<file path="src/rtl/mpu_pkg.sv">
package mpu_pkg;
  localparam int DATA_BITS  = 8;
  localparam int FRAME_LEN  = DATA_BITS + 3;   // start, data, flag, stop
  localparam int RX_SAMPLES = DATA_BITS + 2;   // data, flag, stop

  typedef enum logic [1:0] {RX_IDLE, RX_START, RX_BITS} rx_state_t;

  // Serial image of one character, bit 0 leaves first.
  function automatic logic [FRAME_LEN-1:0] make_frame(input logic [DATA_BITS-1:0] d,
                                                      input logic addr);
    return {1'b1, addr, d, 1'b0};
  endfunction

  // Rx accepts a frame when stop is high and the sleep rule lets it through.
  function automatic logic frame_accept(input logic stop_ok, input logic addr,
                                        input logic sleeping);
    return stop_ok && (!sleeping || addr);
  endfunction
endpackage

</file>
<file path="src/rtl/mpu_fifo.sv">
module mpu_fifo #(
  parameter int W     = 8,
  parameter int DEPTH = 4
) (
  input  logic         clk,
  input  logic         rst_n,
  input  logic         clr,
  input  logic         push,
  input  logic         pop,
  input  logic [W-1:0] din,
  output logic [W-1:0] dout,
  output logic         full,
  output logic         empty
);
  localparam int AW = (DEPTH > 1) ? $clog2(DEPTH) : 1;
  localparam int CW = $clog2(DEPTH + 1);

  logic [W-1:0]  mem [DEPTH];
  logic [AW-1:0] rd_ptr, wr_ptr;
  logic [CW-1:0] cnt;
  logic          do_push, do_pop;

  function automatic logic [AW-1:0] wrap_inc(input logic [AW-1:0] p);
    return (p == AW'(DEPTH - 1)) ? '0 : p + 1'b1;
  endfunction

  assign full    = (cnt == CW'(DEPTH));
  assign empty   = (cnt == '0);
  assign do_push = push && !full;
  assign do_pop  = pop && !empty;
  assign dout    = mem[rd_ptr];

  always_ff @(posedge clk or negedge rst_n) begin
    if (!rst_n) begin
      rd_ptr <= '0;
      wr_ptr <= '0;
      cnt    <= '0;
    end else if (clr) begin
      rd_ptr <= '0;
      wr_ptr <= '0;
      cnt    <= '0;
    end else begin
      if (do_push) wr_ptr <= wrap_inc(wr_ptr);
      if (do_pop)  rd_ptr <= wrap_inc(rd_ptr);
      cnt <= cnt + CW'(do_push) - CW'(do_pop);
    end
  end

  always_ff @(posedge clk) begin
    if (do_push && !clr) mem[wr_ptr] <= din;
  end
endmodule

</file>
<file path="src/rtl/mpu_tx.sv">
module mpu_tx
  import mpu_pkg::*;
#(
  parameter int DIV_W = 16
) (
  input  logic                 clk,
  input  logic                 rst_n,
  input  logic [DIV_W-1:0]     bit_div,
  input  logic                 fifo_empty,
  input  logic [DATA_BITS-1:0] fifo_data,
  input  logic                 wake_pend,
  output logic                 load,
  output logic                 line
);
  localparam logic [3:0] LAST_BIT = 4'(FRAME_LEN - 1);

  logic                 busy;
  logic [FRAME_LEN-1:0] sh;
  logic [3:0]           bit_idx;
  logic [DIV_W-1:0]     tick;

  assign load = !busy && !fifo_empty;
  assign line = busy ? sh[0] : 1'b1;

  always_ff @(posedge clk or negedge rst_n) begin
    if (!rst_n) begin
      busy    <= 1'b0;
      sh      <= '1;
      bit_idx <= '0;
      tick    <= '0;
    end else if (load) begin
      busy    <= 1'b1;
      sh      <= make_frame(fifo_data, wake_pend);
      bit_idx <= '0;
      tick    <= '0;
    end else if (busy) begin
      if (tick == bit_div - 1'b1) begin
        tick <= '0;
        sh   <= {1'b1, sh[FRAME_LEN-1:1]};
        if (bit_idx == LAST_BIT) busy <= 1'b0;
        else                     bit_idx <= bit_idx + 1'b1;
      end else begin
        tick <= tick + 1'b1;
      end
    end
  end
endmodule

</file>
<file path="src/rtl/mpu_rx.sv">
module mpu_rx
  import mpu_pkg::*;
#(
  parameter int DIV_W = 16
) (
  input  logic                 clk,
  input  logic                 rst_n,
  input  logic [DIV_W-1:0]     bit_div,
  input  logic                 line_in,
  output logic                 frame_done,
  output logic [DATA_BITS-1:0] frame_data,
  output logic                 frame_addr,
  output logic                 frame_stop
);
  localparam logic [3:0] LAST_SAMPLE = 4'(RX_SAMPLES - 1);

  rx_state_t             state;
  logic                  s1, s2;
  logic [RX_SAMPLES-1:0] sh;
  logic [DIV_W-1:0]      tick, half;
  logic [3:0]            idx;
  logic                  done_q;

  assign half       = bit_div >> 1;
  assign frame_done = done_q;
  assign frame_data = sh[DATA_BITS-1:0];
  assign frame_addr = sh[DATA_BITS];
  assign frame_stop = sh[DATA_BITS+1];

  always_ff @(posedge clk or negedge rst_n) begin
    if (!rst_n) begin
      s1 <= 1'b1;
      s2 <= 1'b1;
    end else begin
      s1 <= line_in;
      s2 <= s1;
    end
  end

  always_ff @(posedge clk or negedge rst_n) begin
    if (!rst_n) begin
      state  <= RX_IDLE;
      sh     <= '0;
      tick   <= '0;
      idx    <= '0;
      done_q <= 1'b0;
    end else begin
      done_q <= 1'b0;
      unique case (state)
        RX_IDLE: begin
          tick <= '0;
          if (!s2) state <= RX_START;
        end
        RX_START: begin
          if (tick == half - 1'b1) begin
            tick  <= '0;
            idx   <= '0;
            state <= s2 ? RX_IDLE : RX_BITS;
          end else begin
            tick <= tick + 1'b1;
          end
        end
        RX_BITS: begin
          if (tick == bit_div - 1'b1) begin
            tick <= '0;
            sh   <= {s2, sh[RX_SAMPLES-1:1]};
            if (idx == LAST_SAMPLE) begin
              state  <= RX_IDLE;
              done_q <= 1'b1;
            end else begin
              idx <= idx + 1'b1;
            end
          end else begin
            tick <= tick + 1'b1;
          end
        end
        default: state <= RX_IDLE;
      endcase
    end
  end
endmodule

</file>
<file path="src/rtl/mp_uart.sv">
module mp_uart
  import mpu_pkg::*;
#(
  parameter int DIV_W      = 16,
  parameter int FIFO_DEPTH = 4
) (
  input  logic             clk,
  input  logic             rst_n,
  input  logic             loopback,
  input  logic [DIV_W-1:0] bit_div,
  input  logic             sleep_en,
  input  logic             tx_wake_req,
  input  logic             tx_wr,
  input  logic [7:0]       tx_data,
  input  logic             tx_fifo_clr,
  output logic             tx_full,
  output logic             tx_empty,
  output logic             tx_wake_pend,
  input  logic             rx_rd,
  input  logic             rx_fifo_clr,
  output logic [7:0]       rx_data,
  output logic             rx_is_addr,
  output logic             rx_full,
  output logic             rx_empty,
  output logic             rx_overrun,
  input  logic             rxd,
  output logic             txd
);
  // Named internal events, used by the checker.
  logic                 tx_load;
  logic                 tx_line;
  logic [DATA_BITS-1:0] tx_head;
  logic                 rx_line;
  logic                 rx_frame_done;
  logic [DATA_BITS-1:0] rx_frm_data;
  logic                 rx_frm_addr;
  logic                 rx_stop_ok;
  logic                 rx_push;
  logic [DATA_BITS:0]   rx_head;
  logic                 wake_q;
  logic                 ovr_q;
  logic                 txd_q;

  assign rx_line      = loopback ? tx_line : rxd;
  assign rx_push      = rx_frame_done && frame_accept(rx_stop_ok, rx_frm_addr, sleep_en);
  assign tx_wake_pend = wake_q;
  assign rx_overrun   = ovr_q;
  assign txd          = txd_q;
  assign rx_data      = rx_head[DATA_BITS-1:0];
  assign rx_is_addr   = rx_head[DATA_BITS];

  mpu_fifo #(.W(DATA_BITS), .DEPTH(FIFO_DEPTH)) u_tx_fifo (
    .clk(clk), .rst_n(rst_n), .clr(tx_fifo_clr),
    .push(tx_wr), .pop(tx_load), .din(tx_data), .dout(tx_head),
    .full(tx_full), .empty(tx_empty)
  );

  mpu_tx #(.DIV_W(DIV_W)) u_tx (
    .clk(clk), .rst_n(rst_n), .bit_div(bit_div),
    .fifo_empty(tx_empty), .fifo_data(tx_head), .wake_pend(wake_q),
    .load(tx_load), .line(tx_line)
  );

  mpu_rx #(.DIV_W(DIV_W)) u_rx (
    .clk(clk), .rst_n(rst_n), .bit_div(bit_div), .line_in(rx_line),
    .frame_done(rx_frame_done), .frame_data(rx_frm_data),
    .frame_addr(rx_frm_addr), .frame_stop(rx_stop_ok)
  );

  mpu_fifo #(.W(DATA_BITS + 1), .DEPTH(FIFO_DEPTH)) u_rx_fifo (
    .clk(clk), .rst_n(rst_n), .clr(rx_fifo_clr),
    .push(rx_push), .pop(rx_rd), .din({rx_frm_addr, rx_frm_data}), .dout(rx_head),
    .full(rx_full), .empty(rx_empty)
  );

  always_ff @(posedge clk or negedge rst_n) begin
    if (!rst_n) begin
      wake_q <= 1'b0;
      ovr_q  <= 1'b0;
      txd_q  <= 1'b1;
    end else begin
      wake_q <= (wake_q && !tx_load) || tx_wake_req;
      if (rx_fifo_clr)             ovr_q <= 1'b0;
      else if (rx_push && rx_full) ovr_q <= 1'b1;
      txd_q <= loopback ? 1'b1 : tx_line;
    end
  end
endmodule

</file>
<file path="config.mk">
export PLATFORM = sky130hd
export DESIGN_NAME = mp_uart
export DESIGN_NICKNAME = d
export VERILOG_FILES = /design/src/rtl/mpu_pkg.sv /design/src/rtl/mpu_fifo.sv /design/src/rtl/mpu_tx.sv /design/src/rtl/mpu_rx.sv /design/src/rtl/mp_uart.sv
export SDC_FILE = /design/constraint.sdc
export NUM_CORES = 1
export LEC_CHECK = 0
export ABC_AREA = 1
export BUFFER_PORTS_ARGS = -buffer_cell sky130_fd_sc_hd__clkbuf_2
export CAP_MARGIN = 10
export CORE_MARGIN = 5
export CORE_UTILIZATION = 45
export CTS_CLUSTER_SIZE = 30
export DETAILED_ROUTE_END_ITERATION = 7
export GPL_TIMING_DRIVEN = 0
export HOLD_SLACK_MARGIN = 0.12
export PLACE_DENSITY = 0.6
export SYNTH_ARGS = -nofsm -noshare
export SYNTH_HDL_FRONTEND = slang
export SYNTH_HIERARCHICAL = 1
export SYNTH_SLANG_ARGS = --single-unit
export TNS_END_PERCENT = 10
</file>
<file path="constraint.sdc">
create_clock -name clk -period 3.3 [get_ports clk]
set_input_delay 0.33 -clock clk [delete_from_list [all_inputs] [get_ports clk]]
set_output_delay 0.33 -clock clk [all_outputs]
set_load 0.05 [all_outputs]
</file>
==> flow_summary.json <==
{
  "synth.area.top_cells": "edfxtp_1 (21%), dfrtp_1 (18%), nand2_1 (14%)",
  "crit_fanout": 13,
  "max_slew_margin_pct": 37.1,
  "cts_tree": "done",
  "ios": 50,
  "cp_common_cell": "inv_1",
  "avgSynthCellArea_um2": 8.16,
  "buffer_ports.inserted": 49,
  "clk_path_buf_depth": 2,
  "place.gp.congestion": 0.828,
  "ys_ff_latch": 151,
  "grt_pass1_vias": 7313,
  "synth_nets": 1262,
  "dp_cells": 1529,
  "crit_path_end_kind": "register",
  "clkSinkCount": 151,
  "grt_pass1_wl_mm": 36.1,
  "yosysWarningCount": 6,
  "initial_core_util_pct": 45.3,
  "setup_viol": 0,
  "nets": 1338,
  "grt_max_degree": 48,
  "tightest_slew_ps": 940,
  "grt-ovfl-total": 0,
  "slew_viol_final": 0,
  "drive_above_1_share_pct": 17.9,
  "synth_top_area_share_pct": 20.9,
  "cp.required_ps": 3610,
  "arrival_ps": 3150,
  "status": "finished, final reports clean",
  "power_leakage_nw": 5.36,
  "fp.dieW_um": 157,
  "critPathLaunchType": "register",
  "rsz0062_at_grt": "false",
  "clkTransAtPathRegs_ps": 60,
  "crit_family": "simple AND/OR/NAND/NOR gates",
  "worstHoldPathType": "primary input to register",
  "drc": 0,
  "instances_no_fill": 1568,
  "slowest_delay_ps": 500,
  "cts_max_level": 4,
  "drv_cap": 0,
  "num_rows": 54,
  "crit_chain": "nor2_4 > nand2_2 > inv_1 > nor2_1 > clkbuf_1 > nand2_1 > inv_1 > ha_1 > inv_1 > ha_1 > inv_1 > fa_1 > nor2_1 > nor2_1",
  "synthesis.area_um2": 9790,
  "path_buf_inv": 5,
  "root_buffer": "clkbuf_16",
  "synth.distinct_cells": 50,
  "min_period_ps": 2840,
  "antenna_found_initial": 0,
  "max_freq_ghz": 0.352,
  "path_class": "register to register",
  "synthToLayoutAreaGrowth_pct": 13.2,
  "track_usage_pct": 18.1,
  "drt_iter0_drc": 401,
  "postSynthCellCount": 1199,
  "die-area_um2": 24800,
  "crit_slowest_cell": "clkbuf_1",
  "antenna_cells": 0,
  "powerDensity_nw_per_um2": 449,
  "synth-edff-count": 68,
  "post-dp-hpwl_mm": 15.6,
  "vias_per_cell": 4.93,
  "wl_per_cell_um": 13.7,
  "core_um2": 21600,
  "synth.largest_area_cell": "edfxtp_1",
  "wl_mm": 21.4,
  "ant_nets": 0,
  "async_flop_share_pct": 55.0,
  "fin_crit_sh_pct": 86.2,
  "clk_latency_ps": 410,
  "synth-seq-area-share_pct": 42.2,
  "cts_made_buffers": 17,
  "hold_violations": 0,
  "cts.repair.resized": 0,
  "clock_skew_ps": 9.55,
  "ir_worst_vdd_mv": 0.352,
  "synth_top_flop_cell": "dfrtp_1",
  "final.setup.tns_ps": 0,
  "vias": 7730,
  "die_h_um": 157,
  "first_pass_iters": 5
}
[final timing paths]
| path | start | slack [ps] | cells past startpoint | to |
|---|---|---|---|---|
| max in group asynchronous | rst_n | 2120 | 3 | u_tx/sh[3]$_DFFE_PN1P_ |
| worst max-delay path | u_tx_fifo/cnt[1]$_DFF_PN0_ | 460 | 14 | u_tx_fifo/cnt[2]$_DFF_PN0_ |
| worst min register to register | u_rx/s1$_DFF_PN1_ | 370 | 0 | u_rx/s2$_DFF_PN1_ |
| min in group asynchronous | rst_n | 490 | 2 | u_rx/tick[15]$_DFFE_PN0P_ |
| worst min-delay path | loopback | 140 | 2 | txd$_DFF_PN1_ |
| worst max register to register | u_tx_fifo/cnt[1]$_DFF_PN0_ | 460 | 14 | u_tx_fifo/cnt[2]$_DFF_PN0_ |
[repair_timing]
| item | 4_1_cts | 5_1_grt |
|---|---|---|
| hold buffers | 7 | 0 |
| hold endpoints to repair | 51 | 0 |
| setup buffers | 0 | 0 |
[layout make-up]
class / instances / area [µm²]
Clock buffer: 18 / 429
Timing Repair Buffer: 57 / 345
Sequential cell: 151 / 4140
Buffer: 37 / 285
Tap cell: 280 / 350
Clock inverter: 14 / 171
Fill cell: 2049 / 10500
Multi-Input combinational cell: 849 / 4750
Inverter: 162 / 622
[synthesized netlist by cell type (3+ instances only)]
master	count
edfxtp_1	68
nand2_1	360
nor4_1	3
clkbuf_2	4
nand2_2	20
a21oi_1	18
dfrtp_1	70
a21oi_2	6
inv_2	8
nand3b_1	14
dfstp_2	13
o211ai_1	17
nor2_1	83
nand3_1	81
nor2_4	21
nand4_1	32
clkinv_1	3
nor2_2	15
inv_1	150
clkbuf_1	7
xnor2_1	26
ha_1	27
buf_2	9
buf_6	11
nor3_1	5
nand3_2	14
o21bai_1	5
o21ai_1	16
xor2_1	29
o21ai_0	25
nand2_4	11
buf_4	4
[stage by stage]
stage | util [%] | setup slack, ps | instance area, µm² | hold slack, ps | total power [W]
floorplan | - | 591 | 9790 | 34.4 | 0.00280
global placement | 48.0 | 391 | 10400 | 362 | 0.00303
detailed placement | 48.2 | 416 | 10400 | 364 | 0.00304
CTS | 51.3 | 398 | 11100 | 126 | 0.00502
global route | 51.3 | 138 | 11100 | 125 | 0.00522
finish | 51.3 | 456 | 11100 | 141 | 0.00497
[power breakdown]
| part | switching [W] | total (W) | internal, W |
|---|---|---|---|
| Combinational | 0.000600 | 0.000906 | 0.000306 |
| Sequential | 0.0000704 | 0.00210 | 0.00203 |
| Clock | 0.000768 | 0.00196 | 0.00120 |
| Total | 0.00144 | 0.00497 | 0.00354 |
[metal layers]
metal,part of all wire [%],vias up,global-route usage (%)
met1,47,3598,24.8
met5,0,-,0
met2,49,122,30.5
li1,-,4003,-
met4,0.58,0,2.99
met3,3.5,7,3.52
[flip-flops by register name, indices dropped and copies added, names as in the netlist, 4 cells and up]
name           cells
u_rx/sh           10
u_rx_fifo/mem     36
u_rx/idx           4
u_rx/tick         16
u_tx/bit_idx       4
u_tx/tick         16
u_tx_fifo/mem     32
u_tx/sh           10
[cells by family after synthesis]
logic type	share of synthesized area [%]
mux	0.153
simple gates	33.5
buf+inv	9.27
compound gates	5.62
fa+ha+maj	3.86
xor+xnor	5.38
flops	42.2
[worst register-to-register path: cells and delay by family (launching register included)]
kind,cells,cell delay [ps]
AND/OR/NAND/NOR,6,810
adder cells (fa/ha/maj),3,720
flip-flops,1,450
buffers and inverters,5,750
[cells in the final DEF (no fill, tap or decap), types with 3 or more instances in the layout]
master	Yosys	routed
a21oi_2	6	6
dfstp_2	13	13
inv_2	8	8
bufinv_16	0	3
nor2_2	15	15
nand2_4	11	11
nand2_1	360	360
clkinv_1	3	4
o211ai_1	17	17
inv_1	150	150
clkbuf_2	4	52
ha_1	27	27
clkbuf_1	7	8
buf_6	11	11
inv_6	0	4
nor3_1	5	5
nand3b_1	14	14
nor2_4	21	21
dfrtp_1	70	70
clkbuf_16	0	17
edfxtp_1	68	68
o21bai_1	5	5
a21oi_1	18	18
nor4_1	3	3
nand4_1	32	32
nand2_2	20	20
nor2_1	83	83
buf_4	4	4
o21ai_0	25	25
xnor2_1	26	26
nand3_2	14	14
nand3_1	81	81
dlygate4sd3_1	0	7
xor2_1	29	29
o21ai_1	16	16
buf_2	9	9
No activity file was read; power rests on OpenSTA's default activity.
